`src/rtl/irr_pkg.sv`:
```
package irr_pkg;

   // selector codes and window offsets
   localparam logic [7:0]  OFS_SEL      = 8'h00;
   localparam logic [7:0]  OFS_WIN      = 8'h10;
   localparam logic [31:0] SEL_ID       = 32'h0;
   localparam logic [31:0] SEL_VER      = 32'h1;
   localparam logic [31:0] SEL_ARB      = 32'h2;
   localparam logic [31:0] SEL_TBL_BASE = 32'h10;

   // routing entry field positions
   localparam int F_VEC   = 0;
   localparam int F_DLV   = 8;
   localparam int F_DSTM  = 11;
   localparam int F_POL   = 13;
   localparam int F_RIRR  = 14;
   localparam int F_LEVEL = 15;
   localparam int F_MASK  = 16;
   localparam int F_DEST  = 56;

   typedef enum logic [2:0] {
      RD_ZERO,
      RD_SEL,
      RD_VER,
      RD_ID,
      RD_TBL
   } rd_kind_e;

endpackage

```
`src/rtl/irr_decode.sv`:
```
module irr_decode
   import irr_pkg::*;
#(
   parameter int PINS   = 24,
   parameter int ADDR_W = 12,
   parameter int IDX_W  = 5
) (
   input  logic              acc_valid,
   input  logic              acc_write,
   input  logic [ADDR_W-1:0] acc_addr,
   input  logic [3:0]        acc_size,
   input  logic [31:0]       sel_q,
   output logic              size_ok,
   output logic              wr_sel,
   output logic              wr_id,
   output logic              wr_tbl,
   output logic              hi_half,
   output logic              tbl_hit,
   output logic [IDX_W-1:0]  tbl_idx,
   output rd_kind_e          rd_kind
);

   logic [7:0]  ofs;
   logic [31:0] rel;
   logic [30:0] full_idx;
   logic        wr_ok;
   logic        at_sel;
   logic        at_win;
   logic        unused_rel_lsb;

   assign ofs            = acc_addr[7:0];
   assign rel            = sel_q - SEL_TBL_BASE;
   assign full_idx       = rel[31:1];
   assign unused_rel_lsb = rel[0];

   generate
      if (ADDR_W > 8) begin : g_wide_addr
         logic unused_hi_addr;
         assign unused_hi_addr = ^acc_addr[ADDR_W-1:8];
      end
   endgenerate

   assign tbl_hit = (sel_q >= SEL_TBL_BASE) && (full_idx < 31'(PINS));
   assign tbl_idx = full_idx[IDX_W-1:0];
   assign hi_half = sel_q[0];

   always_comb begin
      if (acc_write)
         size_ok = (acc_size == 4'd4) || (acc_size == 4'd8);
      else
         size_ok = (acc_size == 4'd1) || (acc_size == 4'd2) ||
                   (acc_size == 4'd4) || (acc_size == 4'd8);
   end

   assign at_sel = (ofs == OFS_SEL);
   assign at_win = (ofs == OFS_WIN);
   assign wr_ok  = acc_valid && acc_write && size_ok;
   assign wr_sel = wr_ok && at_sel;
   assign wr_id  = wr_ok && at_win && (sel_q == SEL_ID);
   assign wr_tbl = wr_ok && at_win && tbl_hit;

   always_comb begin
      rd_kind = RD_ZERO;
      if (at_sel)
         rd_kind = RD_SEL;
      else if (at_win) begin
         if (sel_q == SEL_ID || sel_q == SEL_ARB)
            rd_kind = RD_ID;
         else if (sel_q == SEL_VER)
            rd_kind = RD_VER;
         else if (tbl_hit)
            rd_kind = RD_TBL;
      end
   end

endmodule

```
`src/rtl/irr_entry.sv`:
```
module irr_entry
   import irr_pkg::*;
(
   input  logic        clk,
   input  logic        rst_n,
   input  logic        wr_lo,
   input  logic        wr_hi,
   input  logic [31:0] wdata,
   input  logic        rirr_set,
   output logic [63:0] ent
);

   // bits [31:15] and [13:0] of the low half are stored apart from the flag
   localparam logic [31:15] LO_UP_RST = 17'(1 << (F_MASK - 15));

   logic [31:0]  hi_q;
   logic [31:15] lo_up_q;
   logic [13:0]  lo_dn_q;
   logic         rirr_q;

   always_ff @(posedge clk) begin
      if (!rst_n) begin
         hi_q    <= '0;
         lo_up_q <= LO_UP_RST;
         lo_dn_q <= '0;
      end else begin
         if (wr_hi)
            hi_q <= wdata;
         if (wr_lo) begin
            lo_up_q <= wdata[31:15];
            lo_dn_q <= wdata[13:0];
         end
      end
   end

   always_ff @(posedge clk) begin
      if (!rst_n)
         rirr_q <= 1'b0;
      else if (wr_lo)
         rirr_q <= 1'b0;
      else if (rirr_set)
         rirr_q <= 1'b1;
   end

   assign ent = {hi_q, lo_up_q[31:16], lo_up_q[15], rirr_q, lo_dn_q};

   AST_RIRR_CLEARED: assert property (@(posedge clk) disable iff (!rst_n)
      wr_lo |=> !ent[F_RIRR]);
   AST_RIRR_SET: assert property (@(posedge clk) disable iff (!rst_n)
      (rirr_set && !wr_lo) |=> ent[F_RIRR]);
   AST_HI_HOLD: assert property (@(posedge clk) disable iff (!rst_n)
      !wr_hi |=> $stable(ent[63:32]));
   AST_LO_HOLD: assert property (@(posedge clk) disable iff (!rst_n)
      !wr_lo |=> ($stable(ent[31:15]) && $stable(ent[13:0])));

endmodule

```
`src/rtl/irr_rdmux.sv`:
```
module irr_rdmux
   import irr_pkg::*;
#(
   parameter int          PINS         = 24,
   parameter logic [7:0]  VERSION      = 8'h11,
   parameter bit          NARROW_READS = 1'b1
) (
   input  rd_kind_e    rd_kind,
   input  logic [31:0] sel_q,
   input  logic [3:0]  id_q,
   input  logic [31:0] tbl_word,
   input  logic [3:0]  acc_size,
   output logic [31:0] rdata
);

   localparam logic [7:0] LAST_PIN = 8'(PINS - 1);

   logic [31:0] raw;

   always_comb begin
      case (rd_kind)
         RD_SEL:  raw = sel_q;
         RD_VER:  raw = {8'h00, LAST_PIN, 8'h00, VERSION};
         RD_ID:   raw = {4'h0, id_q, 24'h0};
         RD_TBL:  raw = tbl_word;
         default: raw = '0;
      endcase
   end

   generate
      if (NARROW_READS) begin : g_narrow
         always_comb begin
            case (acc_size)
               4'd1:    rdata = {24'h0, raw[7:0]};
               4'd2:    rdata = {16'h0, raw[15:0]};
               default: rdata = raw;
            endcase
         end
      end else begin : g_full
         logic unused_size;
         assign unused_size = ^acc_size;
         assign rdata       = raw;
      end
   endgenerate

endmodule

```
`src/rtl/intr_route_regs.sv`:
```
module intr_route_regs
   import irr_pkg::*;
#(
   parameter int         PINS         = 24,
   parameter int         ADDR_W       = 12,
   parameter logic [7:0] VERSION      = 8'h11,
   parameter bit         NARROW_READS = 1'b1,
   localparam int        IDX_W        = $clog2(PINS)
) (
   input  logic              clk,
   input  logic              rst_n,
   input  logic              acc_valid,
   input  logic              acc_write,
   input  logic [ADDR_W-1:0] acc_addr,
   input  logic [3:0]        acc_size,
   input  logic [63:0]       acc_wdata,
   output logic              resp_valid,
   output logic              resp_err,
   output logic [31:0]       resp_data,
   input  logic [PINS-1:0]   rirr_set,
   input  logic [PINS-1:0]   pin_lvl,
   output logic [PINS-1:0]   pend,
   output logic              svc_stb,
   output logic [IDX_W-1:0]  svc_idx,
   output logic [PINS*8-1:0] ent_vector,
   output logic [PINS*3-1:0] ent_dlv_mode,
   output logic [PINS-1:0]   ent_dst_mode,
   output logic [PINS-1:0]   ent_polarity,
   output logic [PINS-1:0]   ent_rirr,
   output logic [PINS-1:0]   ent_level,
   output logic [PINS-1:0]   ent_mask,
   output logic [PINS*8-1:0] ent_dest
);

   // elaboration-time parameter checks
   generate
      if (PINS < 2 || PINS > 256) begin : g_bad_pins
         $error("intr_route_regs: PINS must lie in 2..256");
      end
      if (ADDR_W < 8) begin : g_bad_addr
         $error("intr_route_regs: ADDR_W must be at least 8");
      end
   endgenerate

   logic [31:0]      sel_q;
   logic [3:0]       id_q;
   logic [PINS-1:0]  pend_q;
   logic [63:0]      ent_arr [PINS];
   logic [31:0]      wdata;
   logic             unused_wdata_hi;

   logic             size_ok;
   logic             wr_sel;
   logic             wr_id;
   logic             wr_tbl;
   logic             hi_half;
   logic             tbl_hit;
   logic [IDX_W-1:0] tbl_idx;
   rd_kind_e         rd_kind;
   logic [31:0]      tbl_word;
   logic [31:0]      rdata;

   assign wdata           = acc_wdata[31:0];
   assign unused_wdata_hi = ^acc_wdata[63:32];

   irr_decode #(
      .PINS   (PINS),
      .ADDR_W (ADDR_W),
      .IDX_W  (IDX_W)
   ) u_decode (
      .acc_valid (acc_valid),
      .acc_write (acc_write),
      .acc_addr  (acc_addr),
      .acc_size  (acc_size),
      .sel_q     (sel_q),
      .size_ok   (size_ok),
      .wr_sel    (wr_sel),
      .wr_id     (wr_id),
      .wr_tbl    (wr_tbl),
      .hi_half   (hi_half),
      .tbl_hit   (tbl_hit),
      .tbl_idx   (tbl_idx),
      .rd_kind   (rd_kind)
   );

   // selector and identifier
   always_ff @(posedge clk) begin
      if (!rst_n) begin
         sel_q <= '0;
         id_q  <= '0;
      end else begin
         if (wr_sel)
            sel_q <= wdata;
         if (wr_id)
            id_q <= wdata[27:24];
      end
   end

   // routing entries, one per pin
   generate
      for (genvar gi = 0; gi < PINS; gi++) begin : g_pin
         logic hit_i;
         assign hit_i = wr_tbl && (tbl_idx == IDX_W'(gi));

         irr_entry u_entry (
            .clk      (clk),
            .rst_n    (rst_n),
            .wr_lo    (hit_i && !hi_half),
            .wr_hi    (hit_i && hi_half),
            .wdata    (wdata),
            .rirr_set (rirr_set[gi]),
            .ent      (ent_arr[gi])
         );

         assign ent_vector[gi*8 +: 8]   = ent_arr[gi][F_VEC +: 8];
         assign ent_dlv_mode[gi*3 +: 3] = ent_arr[gi][F_DLV +: 3];
         assign ent_dst_mode[gi]        = ent_arr[gi][F_DSTM];
         assign ent_polarity[gi]        = ent_arr[gi][F_POL];
         assign ent_rirr[gi]            = ent_arr[gi][F_RIRR];
         assign ent_level[gi]           = ent_arr[gi][F_LEVEL];
         assign ent_mask[gi]            = ent_arr[gi][F_MASK];
         assign ent_dest[gi*8 +: 8]     = ent_arr[gi][F_DEST +: 8];

         always_ff @(posedge clk) begin
            if (!rst_n)
               pend_q[gi] <= 1'b0;
            else
               pend_q[gi] <= pin_lvl[gi] ^ ent_arr[gi][F_POL];
         end
      end
   endgenerate

   assign pend = pend_q;

   // window read path
   always_comb begin
      tbl_word = '0;
      if (tbl_hit)
         tbl_word = hi_half ? ent_arr[tbl_idx][63:32] : ent_arr[tbl_idx][31:0];
   end

   irr_rdmux #(
      .PINS         (PINS),
      .VERSION      (VERSION),
      .NARROW_READS (NARROW_READS)
   ) u_rdmux (
      .rd_kind  (rd_kind),
      .sel_q    (sel_q),
      .id_q     (id_q),
      .tbl_word (tbl_word),
      .acc_size (acc_size),
      .rdata    (rdata)
   );

   // response and service strobe
   always_ff @(posedge clk) begin
      if (!rst_n) begin
         resp_valid <= 1'b0;
         resp_err   <= 1'b0;
         resp_data  <= '0;
         svc_stb    <= 1'b0;
         svc_idx    <= '0;
      end else begin
         resp_valid <= acc_valid;
         resp_err   <= acc_valid && !size_ok;
         resp_data  <= (acc_valid && !acc_write && size_ok) ? rdata : '0;
         svc_stb    <= wr_tbl;
         if (wr_tbl)
            svc_idx <= tbl_idx;
      end
   end

   AST_RESP_FOLLOWS: assert property (@(posedge clk) disable iff (!rst_n)
      acc_valid |=> resp_valid);
   AST_NO_STRAY_RESP: assert property (@(posedge clk) disable iff (!rst_n)
      !acc_valid |=> !resp_valid);
   AST_STB_FROM_WRITE: assert property (@(posedge clk) disable iff (!rst_n)
      svc_stb |-> $past(acc_valid && acc_write));
   AST_STB_IDX_RANGE: assert property (@(posedge clk) disable iff (!rst_n)
      svc_stb |-> (32'(svc_idx) < PINS));
   AST_BAD_SIZE_NO_STB: assert property (@(posedge clk) disable iff (!rst_n)
      (acc_valid && acc_write && acc_size != 4'd4 && acc_size != 4'd8)
         |=> (!svc_stb && resp_err));
   AST_ID_HOLD: assert property (@(posedge clk) disable iff (!rst_n)
      !(acc_valid && acc_write && acc_addr[7:0] == OFS_WIN && sel_q == SEL_ID)
         |=> $stable(id_q));

endmodule

```
`config.mk`:
```
export PLATFORM = sky130hd
export DESIGN_NAME = intr_route_regs
export DESIGN_NICKNAME = d
export VERILOG_FILES = /design/src/rtl/irr_pkg.sv /design/src/rtl/irr_decode.sv /design/src/rtl/irr_entry.sv /design/src/rtl/irr_rdmux.sv /design/src/rtl/intr_route_regs.sv
export SDC_FILE = /design/constraint.sdc
export NUM_CORES = 2
export LEC_CHECK = 0
export BUFFER_PORTS_ARGS = -buffer_cell sky130_fd_sc_hd__buf_4
export CORE_MARGIN = 10
export CORE_UTILIZATION = 44
export CTS_CLUSTER_DIAMETER = 60
export DETAILED_ROUTE_END_ITERATION = 12
export GPL_TIMING_DRIVEN = 0
export MAX_ROUTING_LAYER = met4
export SETUP_SLACK_MARGIN = 0.05
export SLEW_MARGIN = 30
export SYNTH_ARGS = -nofsm -noshare
export SYNTH_HDL_FRONTEND = slang
export SYNTH_HIERARCHICAL = 1
export SYNTH_SLANG_ARGS = --single-unit
```
`constraint.sdc`:
```
create_clock -name clk -period 4.8 [get_ports clk]
set_clock_uncertainty 0.2 [all_clocks]
set_input_delay 0.96 -clock clk [delete_from_list [all_inputs] [get_ports clk]]
set_output_delay 0.96 -clock clk [all_outputs]
set_load 0.03 [all_outputs]
```
==> results.md <==
- Routed WL: 330700 um
- Worst Setup Start Kind: register
- Worst EP required: 5290 ps
- Mapped Avg Cell Area: 11.27 um^2
- VDD IR max: between 0.3 and 0.4 mV
- Top Usage Layer GRT: met2
- Top delay family on crit path: compound AO/OA/AOI/OAI gates
- Initial antenna violation count: 20
- IO Port Bufs: about 740
- Critical Path Max Stage Delay: 840 ps
- Failing checks: negative setup slack
- Post-route ant nets: 0
- Vias in the first global route: approximately 57000
- Clock transition at path regs: about 60 ps
- Crit Path Class: register to register
- Post-synth EDFFs: 0
- First-pass GRT wire length: roughly 450000 um
- Via density: 5.641
- Die width: 439.4 um
- Drt wl/cell: around 32 um
- CP Capture Type: register
- Leak: 0.02998 uW
- Least-Margin Pin Slew: 1254 ps
- CTS tree: yes
- Total number of vias: 58030
- Seq/Total Area, Yosys: 42.32%
- Die H: 439.4 um
- H-Tree Depth: 4
- Aggregate global-route resource usage: 33.61%
- Layout fillers: 15660
- Fmax: 207.9 MHz
- Area of the multi-input gates: 39450 um^2
- GP Congestion: 1.015
- Io pins: 772
- Met1 GRT Util: about 41%
- Max-slew headroom: between 10% and 20%
- Met3 Track Usage GR: 6.050%
- Async SR Flop Fraction: 0%
- Post-Synthesis Cells: 6868
- Register Area: 32750 um^2
- Share of cells above drive strength 1: 21.31%
- Met2 usage: 53.38%
- Initial Utilization: 44.38%
- P per Cell Area: roughly 320 nW/um^2
- Clock Sinks: 1636
- Die ar.: 193100 um^2
- Maxcap violations: 0
- Final hold vios: 0
- Crit-path slowest cell: a211oi_1
- Root buf cell: clkbuf_16
- Hold_ws: 192.9 ps
- Max Slew Vio Count: 0
- Final min period: 4810 ps
- DPL Wire Length: roughly 240000 um
- Util after Layout: 53.03%
- Syn Nets: ~7000
- Clock buffer depth: 3
- GRT overflow: 0
- Total buffers and inverters traversed by the critical path: 4
- Pin count of the biggest net entering global routing: 51
- Rows: 153
- Final nets: just under 8000
- Unique masters post-synth: 60
- Hold Path Class: primary input to register
- CTS buffer count: about 190
- Crit path max fanout: 10
- Drc violations: 0
- DR pass1 iterations: 6
- Synth warnings: 6
- Synthesized flop and latch total: 1636
- Core Footprint: 174400 um^2
- Synthesized area: a little under 80000 um^2
- Area Growth Syn to Fin: 19.50%
- Worst EP arrival: approximately 5300 ps
- # hold bufs at CTS: 0
- Setup ws final: -10.25 ps
- Critical path cell sequence: buf_4 -> buf_4 -> buf_2 -> buf_2 -> mux2i_1 -> o22ai_1 -> a211oi_1 -> nand2_1 -> a31o_1 -> a22oi_1 -> nor2_1 -> and2_1
- Unrepaired setup endpoints after global routing: false
- Crit share post-route: 100.2%
- Iter 0 DRT Violations: 5223
- Clk_lat worst skew: 850 ps
- Setup violators final: 1
- Outcome: finished with violations
- Synth Flop Type: dfxtp_1
==> worst reg2reg max path, cell delays in order (launching register included) <==
cell and delay [ps]:
dfxtp_1 400, buf_4 150, buf_4 290, buf_2 530, buf_2 540, mux2i_1 330, o22ai_1 120, a211oi_1 840
nand2_1 440, a31o_1 320, a22oi_1 220, nor2_1 60, and2_1 250
==> cell type report <==
cell class | instances | share of cell area (%)
Antenna cell | 10 | 0.02706
Buffer | 601 | 5.862
Clock buffer | 289 | 6.125
Clock inverter | 53 | 0.6697
Inverter | 8 | 0.03247
Multi-Input combinational cell | 4623 | 42.65
Sequential cell | 1636 | 35.41
Tap cell | 2325 | 3.146
Timing Repair Buffer | 743 | 6.072
==> path summary, 6_finish.rpt <==
kind | start | endpoint | slack [ps] | cells past startpoint
min reg2reg | svc_idx[4]$_SDFFE_PN0P_ | svc_idx[4]$_SDFFE_PN0P_ | 300 | 2
min | acc_valid | resp_valid$_SDFF_PN0_ | 190 | 3
max | sel_q[2]$_SDFFE_PN0P_ | resp_data[15]$_SDFF_PN0_ | -10 | 12
max reg2reg | sel_q[2]$_SDFFE_PN0P_ | resp_data[15]$_SDFF_PN0_ | -10 | 12
==> repair_timing <==
action	in CTS	in global routing
gates resized for setup	24	8
pin swaps	0	2
endpoints found under the setup margin	1543	913
buffers inserted	3	2
==> state kept, by name (all words and copies together), names as in the netlist, 4 cells and up <==
| name | flops |
|---|---|
| g_pin.u_entry/hi_q | 768 |
| g_pin.u_entry/lo_up_q | 408 |
| g_pin.u_entry/lo_dn_q | 336 |
| resp_data | 32 |
| sel_q | 32 |
| g_pin.u_entry/rirr_q | 24 |
| pend | 24 |
| svc_idx | 5 |
| id_q | 4 |
==> synthesized netlist by cell type (4+ instances only) <==
| library cell | number | area (um^2) |
|---|---|---|
| a211oi_1 | 65 | 488.0 |
| a21oi_1 | 4 | 20.02 |
| a221oi_1 | 96 | 840.8 |
| a22oi_1 | 90 | 675.7 |
| a31o_1 | 32 | 280.3 |
| a31oi_1 | 5 | 31.28 |
| and2_1 | 60 | 375.4 |
| buf_1 | 11 | 41.29 |
| buf_12 | 144 | 2883 |
| buf_2 | 58 | 290.3 |
| buf_4 | 73 | 548.0 |
| buf_6 | 58 | 653.1 |
| clkbuf_1 | 255 | 957.2 |
| dfxtp_1 | 1636 | 32750 |
| inv_1 | 8 | 30.03 |
| mux2_2 | 131 | 1475 |
| mux2i_1 | 1937 | 19390 |
| mux4_2 | 128 | 2883 |
| nand2_1 | 110 | 412.9 |
| nand2b_1 | 4 | 25.02 |
| nand3_1 | 6 | 30.03 |
| nand3b_1 | 7 | 52.55 |
| nor2_1 | 91 | 341.6 |
| nor2b_1 | 1536 | 9609 |
| nor3_1 | 23 | 115.1 |
| nor3b_1 | 26 | 195.2 |
| nor4_1 | 12 | 75.07 |
| o21ai_0 | 38 | 190.2 |
| o21ai_1 | 30 | 150.1 |
| o221ai_1 | 64 | 560.5 |
| o22ai_1 | 64 | 400.4 |
| xor2_1 | 28 | 245.2 |
==> kinds of logic (layout without fill, tap and decap cells) <==
| kind of cell | after synthesis | count (layout) | synth area share [%] |
|---|---|---|---|
| xor+xnor | 31 | 31 | 0.3508 |
| fa+ha+maj | 1 | 1 | 0.01616 |
| other cells | 0 | 10 | 0 |
| buf+inv | 609 | 1694 | 7.010 |
| simple gates | 1898 | 1898 | 14.77 |
| compound gates | 495 | 495 | 4.823 |
| flops | 1636 | 1636 | 42.32 |
| mux | 2198 | 2198 | 30.71 |
==> through the flow <==
step | power (uW) | instance area [um^2] | worst slack, ps | cells | TNS, ps
floorplan | 14360 | 77390 | 739.4 | 6868 | 0
global placement | 15080 | 85820 | -1992 | 9928 | -2217420
detailed placement | 15090 | 85940 | -1368 | 9931 | -1233200
CTS | 29650 | 92360 | 53.20 | 10280 | 0
global route | 30220 | 92470 | 55.35 | 10280 | 0
finish | 29540 | 92480 | -10.25 | 10290 | -10.25
==> report_power, final <==
part / total [uW] / leakage, uW / internal (uW) / switching, uW
Sequential: 13600 / 0.0132 / 13600 / 10.5
Combinational: 1200 / 0.0137 / 363 / 835
Clock: 14700 / 0.00309 / 8730 / 6000
==> layer usage <==
layer	vias up	wire length (um)
li1	25950	-
met1	29310	135100
met2	2210	154800
met3	556	21100
met4	0	19660
met5	-	0
==> placed cells by master, fill, tap and decap left out, types with 33 or more instances in the layout <==
| cell type | synthesis | layout |
|---|---|---|
| mux2i_1 | 1937 | 1937 |
| clkbuf_8 | 0 | 41 |
| o21ai_1 | 30 | 35 |
| buf_4 | 73 | 813 |
| buf_6 | 58 | 58 |
| buf_12 | 144 | 147 |
| a211oi_1 | 65 | 48 |
| mux4_2 | 128 | 128 |
| nor2b_1 | 1536 | 1535 |
| clkbuf_16 | 0 | 196 |
| a221oi_1 | 96 | 94 |
| o221ai_1 | 64 | 64 |
| buf_2 | 58 | 60 |
| o21ai_0 | 38 | 33 |
| dfxtp_1 | 1636 | 1636 |
| a22oi_1 | 90 | 90 |
| o22ai_1 | 64 | 64 |
| and2_1 | 60 | 60 |
| nand2_1 | 110 | 106 |
| nor2_1 | 91 | 91 |
| mux2_2 | 131 | 131 |
| clkbuf_1 | 255 | 290 |
No activity file was read; power rests on OpenSTA's default activity.
